`config.mk`:
```
export PLATFORM = sky130hd
export DESIGN_NAME = evq_counter_pair
export DESIGN_NICKNAME = d
export VERILOG_FILES = /design/src/rtl/evq_pkg.sv /design/src/rtl/evq_lane_select.sv /design/src/rtl/evq_qualifier.sv /design/src/rtl/evq_accum.sv /design/src/rtl/evq_counter_pair.sv
export SDC_FILE = /design/constraint.sdc
export NUM_CORES = 1
export LEC_CHECK = 0
export BUFFER_PORTS_ARGS = -buffer_cell sky130_fd_sc_hd__buf_2
export CELL_PAD_IN_SITES_DETAIL_PLACEMENT = 2
export CELL_PAD_IN_SITES_GLOBAL_PLACEMENT = 2
export CORE_MARGIN = 10
export CORE_UTILIZATION = 35
export DETAILED_ROUTE_END_ITERATION = 7
export PLACE_DENSITY = 0.89
export SLEW_MARGIN = 0
export SYNTH_ARGS = -nofsm -noshare
export SYNTH_HDL_FRONTEND = slang
export SYNTH_SLANG_ARGS = --single-unit
```
`constraint.sdc`:
```
create_clock -name clk -period 15.2 [get_ports clk]
set_input_delay 1.52 -clock clk [delete_from_list [all_inputs] [get_ports clk]]
set_output_delay 1.52 -clock clk [all_outputs]
set_load 0.05 [all_outputs]
```
`src/rtl/evq_pkg.sv`:
```
package evq_pkg;

  localparam logic [7:0] EV_MUL_CODE      = 8'h12;
  localparam logic [7:0] EV_DIV_CODE      = 8'h13;
  localparam logic [7:0] EV_DIVBUSY_CODE  = 8'h14;
  localparam int         DIVBUSY_OWNER    = 0;
  localparam int         MULDIV_OWNER     = 1;

  typedef struct packed {
    logic [7:0] thr;
    logic [2:0] rsvd;
    logic       inv;
    logic       irq_en;
    logic       edge_m;
    logic       os_en;
    logic       usr_en;
    logic [7:0] umask;
    logic [7:0] code;
  } ctrl_t;

  // Is this event code permitted on counter idx?
  function automatic logic code_ok(input int idx, input logic [7:0] code);
    if (code == EV_DIVBUSY_CODE && idx != DIVBUSY_OWNER) return 1'b0;
    if ((code == EV_MUL_CODE || code == EV_DIV_CODE) && idx != MULDIV_OWNER) return 1'b0;
    return 1'b1;
  endfunction

  // Per-cycle condition from count, threshold and invert.
  function automatic logic cond_eval(input logic [7:0] raw, input logic [7:0] thr,
                                     input logic inv);
    if (thr == 8'd0) return raw != 8'd0;
    if (inv) return raw < thr;
    return raw >= thr;
  endfunction

  function automatic logic priv_pass(input logic [1:0] priv, input logic os_en,
                                     input logic usr_en);
    return (priv == 2'd0) ? os_en : usr_en;
  endfunction

endpackage

```
`src/rtl/evq_lane_select.sv`:
```
module evq_lane_select #(
  parameter int NUM_LANES = 32,
  parameter int EVT_W     = 4,
  localparam int LW       = NUM_LANES * EVT_W,
  localparam int RAW_W    = EVT_W + 1
) (
  input  logic [LW-1:0]    ev_self,
  input  logic [LW-1:0]    ev_peer,
  input  logic [7:0]       code,
  input  logic             use_peer,
  output logic [RAW_W-1:0] raw,
  output logic             hit
);
  logic [EVT_W-1:0] sel_self;
  logic [EVT_W-1:0] sel_peer;

  always_comb begin
    sel_self = '0;
    sel_peer = '0;
    hit      = 1'b0;
    for (int k = 0; k < NUM_LANES; k++) begin
      if (code == 8'(k)) begin
        sel_self = ev_self[k*EVT_W +: EVT_W];
        sel_peer = ev_peer[k*EVT_W +: EVT_W];
        hit      = 1'b1;
      end
    end
  end

  assign raw = {1'b0, sel_self} + (use_peer ? {1'b0, sel_peer} : '0);

endmodule

```
`src/rtl/evq_qualifier.sv`:
```
module evq_qualifier
  import evq_pkg::*;
#(
  parameter int IDX   = 0,
  parameter int RAW_W = 5
) (
  input  logic             clk,
  input  logic             rst_n,
  input  logic [7:0]       code,
  input  logic             code_hit,
  input  logic [RAW_W-1:0] raw,
  input  logic [7:0]       thr,
  input  logic             inv,
  input  logic             edge_m,
  input  logic             os_en,
  input  logic             usr_en,
  input  logic [1:0]       priv,
  input  logic             glb_en,
  output logic             qual,
  output logic [RAW_W-1:0] inc
);
  logic level;
  logic allow;
  logic prev_q;

  always_comb begin
    level = cond_eval(8'(raw), thr, inv);
    allow = code_hit && code_ok(IDX, code) && priv_pass(priv, os_en, usr_en) && glb_en;
    qual  = level && allow;
    if (edge_m)
      inc = RAW_W'(qual && !prev_q);
    else if (thr == 8'd0)
      inc = qual ? raw : '0;
    else
      inc = RAW_W'(qual);
  end

  always_ff @(posedge clk or negedge rst_n) begin
    if (!rst_n) prev_q <= 1'b0;
    else        prev_q <= qual;
  end

  assert_edge_single_R5: assert property (@(posedge clk) disable iff (!rst_n)
    (edge_m && inc != '0) |-> inc == RAW_W'(1));

  assert_edge_no_repeat_R5: assert property (@(posedge clk) disable iff (!rst_n)
    (edge_m && inc != '0) |=> (!edge_m || inc == '0));

  assert_priv_filter_R6: assert property (@(posedge clk) disable iff (!rst_n)
    (priv == 2'd0 && !os_en) |-> inc == '0);

  assert_divbusy_owner_R7: assert property (@(posedge clk) disable iff (!rst_n)
    (code == EV_DIVBUSY_CODE && IDX != DIVBUSY_OWNER) |-> inc == '0);

  assert_global_gate_R9: assert property (@(posedge clk) disable iff (!rst_n)
    !glb_en |-> inc == '0);

endmodule

```
`src/rtl/evq_accum.sv`:
```
module evq_accum #(
  parameter int CNT_W = 40,
  parameter int INC_W = 5
) (
  input  logic             clk,
  input  logic             rst_n,
  input  logic             wr,
  input  logic [CNT_W-1:0] wdata,
  input  logic [INC_W-1:0] inc,
  input  logic             irq_en,
  output logic [CNT_W-1:0] cnt,
  output logic             wrap
);
  logic [CNT_W:0] sum;

  assign sum  = {1'b0, cnt} + (CNT_W+1)'(inc);
  assign wrap = !wr && irq_en && sum[CNT_W];

  always_ff @(posedge clk or negedge rst_n) begin
    if (!rst_n)  cnt <= '0;
    else if (wr) cnt <= wdata;
    else         cnt <= sum[CNT_W-1:0];
  end

  assert_write_wins_R10: assert property (@(posedge clk) disable iff (!rst_n)
    wr |=> cnt == $past(wdata));

  assert_idle_hold_R9: assert property (@(posedge clk) disable iff (!rst_n)
    (!wr && inc == '0) |=> $stable(cnt));

  assert_wrap_small_R11: assert property (@(posedge clk) disable iff (!rst_n)
    wrap |=> cnt < CNT_W'($past(inc)));

endmodule

```
`src/rtl/evq_counter_pair.sv`:
```
module evq_counter_pair
  import evq_pkg::*;
#(
  parameter int NUM_CTR   = 2,
  parameter int CNT_W     = 40,
  parameter int NUM_LANES = 32,
  parameter int EVT_W     = 4,
  localparam int RAW_W    = EVT_W + 1,
  localparam int NREG     = 2 + 2 * NUM_CTR,
  localparam int AW       = $clog2(NREG),
  localparam int LW       = NUM_LANES * EVT_W
) (
  input  logic             clk,
  input  logic             rst_n,
  input  logic             reg_wr,
  input  logic [AW-1:0]    reg_addr,
  input  logic [CNT_W-1:0] reg_wdata,
  output logic [CNT_W-1:0] reg_rdata,
  input  logic [1:0]       priv_lvl,
  input  logic [LW-1:0]    ev_self,
  input  logic [LW-1:0]    ev_peer,
  output logic             irq
);
  localparam logic [AW-1:0] A_GLB = AW'(0);
  localparam logic [AW-1:0] A_STS = AW'(1);
  localparam int            A_CFG = 2;
  localparam int            A_CNT = 2 + NUM_CTR;

  logic               glb_en;
  logic [NUM_CTR-1:0] ovf;
  logic               wr_glb;
  logic               wr_sts;
  logic               wrap    [NUM_CTR];
  logic               wr_cfg  [NUM_CTR];
  logic               wr_cnt  [NUM_CTR];
  ctrl_t              cfg     [NUM_CTR];
  logic [CNT_W-1:0]   cnt     [NUM_CTR];
  logic [RAW_W-1:0]   raw     [NUM_CTR];
  logic [RAW_W-1:0]   inc     [NUM_CTR];
  logic               hit     [NUM_CTR];
  logic               qual    [NUM_CTR];

  assign wr_glb = reg_wr && reg_addr == A_GLB;
  assign wr_sts = reg_wr && reg_addr == A_STS;

  always_ff @(posedge clk or negedge rst_n) begin
    if (!rst_n)      glb_en <= 1'b0;
    else if (wr_glb) glb_en <= reg_wdata[0];
  end

  generate
    for (genvar i = 0; i < NUM_CTR; i++) begin : g_ctr
      assign wr_cfg[i] = reg_wr && reg_addr == AW'(A_CFG + i);
      assign wr_cnt[i] = reg_wr && reg_addr == AW'(A_CNT + i);

      always_ff @(posedge clk or negedge rst_n) begin
        if (!rst_n)         cfg[i] <= '0;
        else if (wr_cfg[i]) cfg[i] <= ctrl_t'(reg_wdata[31:0]);
      end

      evq_lane_select #(.NUM_LANES(NUM_LANES), .EVT_W(EVT_W)) u_sel (
        .ev_self  (ev_self),
        .ev_peer  (ev_peer),
        .code     (cfg[i].code),
        .use_peer (cfg[i].umask[0]),
        .raw      (raw[i]),
        .hit      (hit[i])
      );

      evq_qualifier #(.IDX(i), .RAW_W(RAW_W)) u_qual (
        .clk      (clk),
        .rst_n    (rst_n),
        .code     (cfg[i].code),
        .code_hit (hit[i]),
        .raw      (raw[i]),
        .thr      (cfg[i].thr),
        .inv      (cfg[i].inv),
        .edge_m   (cfg[i].edge_m),
        .os_en    (cfg[i].os_en),
        .usr_en   (cfg[i].usr_en),
        .priv     (priv_lvl),
        .glb_en   (glb_en),
        .qual     (qual[i]),
        .inc      (inc[i])
      );

      evq_accum #(.CNT_W(CNT_W), .INC_W(RAW_W)) u_acc (
        .clk    (clk),
        .rst_n  (rst_n),
        .wr     (wr_cnt[i]),
        .wdata  (reg_wdata),
        .inc    (inc[i]),
        .irq_en (cfg[i].irq_en),
        .cnt    (cnt[i]),
        .wrap   (wrap[i])
      );

      assert_flag_sticky_R12: assert property (@(posedge clk) disable iff (!rst_n)
        (ovf[i] && !(wr_sts && reg_wdata[i])) |=> ovf[i]);

      assert_wrap_raises_R11: assert property (@(posedge clk) disable iff (!rst_n)
        wrap[i] |=> (ovf[i] && irq));

      assert_qual_needs_lane_R7: assert property (@(posedge clk) disable iff (!rst_n)
        !hit[i] |-> !qual[i]);
    end
  endgenerate

  always_ff @(posedge clk or negedge rst_n) begin
    if (!rst_n) ovf <= '0;
    else begin
      for (int i = 0; i < NUM_CTR; i++) begin
        if (wrap[i])                      ovf[i] <= 1'b1;
        else if (wr_sts && reg_wdata[i]) ovf[i] <= 1'b0;
      end
    end
  end

  assign irq = |ovf;

  always_comb begin
    reg_rdata = '0;
    if (reg_addr == A_GLB) reg_rdata[0] = glb_en;
    if (reg_addr == A_STS) reg_rdata[NUM_CTR-1:0] = ovf;
    for (int i = 0; i < NUM_CTR; i++) begin
      if (reg_addr == AW'(A_CFG + i)) reg_rdata[31:0] = cfg[i];
      if (reg_addr == AW'(A_CNT + i)) reg_rdata = cnt[i];
    end
  end

endmodule

```
==> impl_metrics.py <==
metrics = {
    "clock_tree": {
        "htreeDepth": 4,
        "cts.path.max_buffers": 2,
        "cts_root_buf": "clkbuf_16",
        "post_cts_buffers": 0,
        "cts_tree": "done",
        "clkSlewWorstSetupHoldPaths_ns": 0.06,
        "cts_hold_buffers": 0,
        "clk_latency_ns": 0.46,
        "numCtsBuffers": 17,
        "cts_resized": 0,
        "cts.sinks": 149,
    },
    "yosys": {
        "synthAdderAreaFrac": 0.0285,
        "synth_top_family_by_area": "compound AO/OA/AOI/OAI gates",
        "async_flop_share": 1.00,
        "syn_inst": 1879,
        "ys_ff_latch": 149,
        "synth_warnings": 0,
        "synth-edff-count": 0,
        "synth_compound_area_frac": 0.245,
        "synth_area_um2": 15100,
        "yosysTopAreaCellShare": 0.246,
        "synthSimpleGateAreaFrac": 0.197,
        "yosysTopAreaCell": "dfrtp_1",
        "yosys.cell_types.count": 85,
        "seq_area_frac_synth": 0.246,
        "synthTopCellsByArea": "dfrtp_1 (25%), mux2i_1 (8.3%), mux2_2 (7.6%)",
        "synth_ff_type": "dfrtp_1",
        "synth_area_per_cell_um2": 8.05,
        "syn_nets": 2215,
        "synth.area.mux_share": 0.189,
        "synthXorXnorAreaFrac": 0.0457,
    },
    "setup_path": {
        "cp-startpoint": "cfg[32]",
        "worst_setup_path_end_kind": "register",
        "r2r-end": "g_ctr[0].u_acc.cnt[14]",
        "critPathLaunchType": "register",
        "path_common_cell": "a21oi_1",
        "crit_type": "register to register",
        "crit_required_ns": 15.51,
        "setup.worst_path.end": "g_ctr[0].u_acc.cnt[14]",
        "r2r_slack_ns": 6.18,
        "reg2reg_from": "cfg[32]",
        "cp.arrival_ns": 9.33,
        "path_max_fanout": 43,
        "cp_slowest_stage_delay_ns": 0.76,
        "ff2ff_path_depth": 30,
        "critical-path-slowest-cell": "dfrtp_4",
    },
    "drt": {
        "drt-initial-drc-count": 2004,
        "vias": 18200,
        "routedWlPerCell_um": 34.6,
        "drt_pass1_iterations": 7,
        "route.detailed.drc": 0,
        "viasPerCell": 6.66,
        "wirelength_um": 94500,
        "drtAntennaViolNets": 0,
    },
    "power": {
        "ir_drop_v": 0.000102,
        "powerDensity_nw_per_um2": 119,
        "leakage_uw": 0.00745,
        "power.total_uw": 2130,
    },
    "sta": {
        "fin_hold_ws_ns": 0.513,
        "report.final.hold_viol_count": 0,
        "fin_setup_tns_ns": 0,
        "fin_crit_sh": 0.593,
        "fmax_mhz": 111,
        "maxSlewHeadroom": 0.151,
        "period_minus_slack_ns": 9.02,
        "skew_ns": 0.0132,
        "setup_viol_count_final": 0,
        "drv_slew": 0,
        "tightest_slew_ns": 1.27,
        "rsz0062_at_grt": "no",
    },
    "layout": {
        "final-seq-area_um2": 3740,
        "multi_input_area_um2": 10700,
        "drive_gt1_frac": 0.263,
        "fillers": 4903,
        "syn_to_final_growth_pct": 18.4,
        "nNetsFinal": 2465,
    },
    "hold_path": {
        "hold_path_class": "register to register",
    },
    "placed_design": {
        "dp_hpwl_um": 68400,
        "gp_congestion": 1.02,
        "io_buffers": 344,
    },
    "run": {
        "drv_cap": 0,
    },
    "floorplan": {
        "core_um2": 42900,
        "fp.dieH_um": 228,
        "die_x_um": 228,
        "start_util": 0.353,
        "pin_count": 345,
        "die_area_um2": 51900,
        "num_rows": 76,
    },
    "grt": {
        "grt_pass1_wl_um": 139000,
        "grt_remaining_overflow": 0,
        "grt_pass1_vias": 19800,
        "antenna_found_initial": 4,
        "grt_max_degree": 79,
        "grt_use_total": 0.349,
    },
    "status": {
        "outcome": "completed",
    },
}
-- final cells by class --
class	count	share of cell area
tap	585	0.0409
clock inverter	8	0.00671
clock buffer	24	0.0280
timing repair buffer	380	0.112
multi-input combinational	1547	0.596
sequential	149	0.209
inverter	34	0.00713
antenna	4	0.000559
-- layer usage --
layer | GRT usage | up-vias | wire length [µm]
li1 | - | 7508 | -
met1 | 0.416 | 9256 | 36900
met2 | 0.577 | 1095 | 44700
met3 | 0.0648 | 316 | 6900
met4 | 0.210 | 2 | 5970
met5 | 0 | - | 17
-- kinds of logic (layout without fill, tap and decap cells) --
logic type               after synthesis  count (layout)
multiplexers                         248             248
flip-flops                           149             149
AO/OA/AOI/OAI                        580             580
XOR/XNOR                              79              79
AND/OR/NAND/NOR                      608             608
adder cells (fa/ha/maj)               32              32
other                                  0               4
buffers and inverters                183             446
-- state kept, by name, summed over array words and instances (netlist names) --
| register | cells |
|---|---|
| g_ctr.u_acc.cnt | 80 |
| cfg | 64 |
| g_ctr.u_qual.prev_q | 2 |
| ovf | 2 |
| glb_en | 1 |
-- how the worst min path moves through the flow --
stage / startpoint / to / slack [ns] / cells past startpoint
floorplan: ovf[0] / ovf[0] / 0.45 / 2
finish: cfg[12] / cfg[12] / 0.51 / 1
global route: cfg[9] / cfg[9] / 0.52 / 1
global placement: cfg[22] / cfg[22] / 0.49 / 1
detailed placement: cfg[12] / cfg[12] / 0.50 / 1
CTS: cfg[12] / cfg[12] / 0.51 / 1
-- report_power, final --
group	internal, µW	switching [µW]	total, µW
clock	279	186	465
combinational	363	669	1030
sequential	483	153	636
total	1120	1010	2130
-- synthesized netlist by cell type, types with 35 or more instances --
master / n
nand3_1: 56
dfrtp_1: 149
a21oi_1: 132
o21ai_0: 155
nand2_1: 161
o22ai_1: 63
nor2_1: 180
mux2i_1: 126
buf_2: 35
xnor2_1: 45
clkbuf_1: 94
mux2_2: 102
nor3_1: 39
-- worst max-delay path, delay by kind of cell, from the launching register on --
kind	cells	cell delay (ns)
flops	1	0.76
buf+inv	2	0.64
simple gates	6	1.48
fa+ha+maj	5	1.44
xor+xnor	1	0.21
compound gates	16	4.24
-- placed cells by master, fill, tap and decap left out, types with 17 or more instances in the layout --
cell       count
ha_1          28
xnor2_1       45
buf_4         37
o22ai_1       63
clkbuf_16     17
and3_1        25
buf_2        342
mux4_2        20
mux2_2       102
and2_1        18
o21ai_0      155
a21oi_1      132
a22oi_1       21
inv_1         34
mux2i_1      126
a31oi_1       21
a211oi_1      20
nor2_1       178
dfrtp_1      145
xor2_1        34
nor3_1        39
nand2_1      161
nand3_1       56
nor2b_1       30
o211ai_1      19
-- per-stage QoR --
step / utilization / setup WS, ns / cell area [µm²] / cells
6_report: 0.418 / 6.18 / 17900 / 2731
5_1_grt: 0.418 / 5.77 / 17900 / 2729
4_1_cts: 0.417 / 6.39 / 17900 / 2727
3_5_place_dp: 0.403 / 7.01 / 17300 / 2695
3_3_place_gp: 0.403 / 7.43 / 17300 / 2695
2_1_floorplan: - / 8.55 / 15100 / 1879
Note: power is estimated with default switching activity, not from simulation.
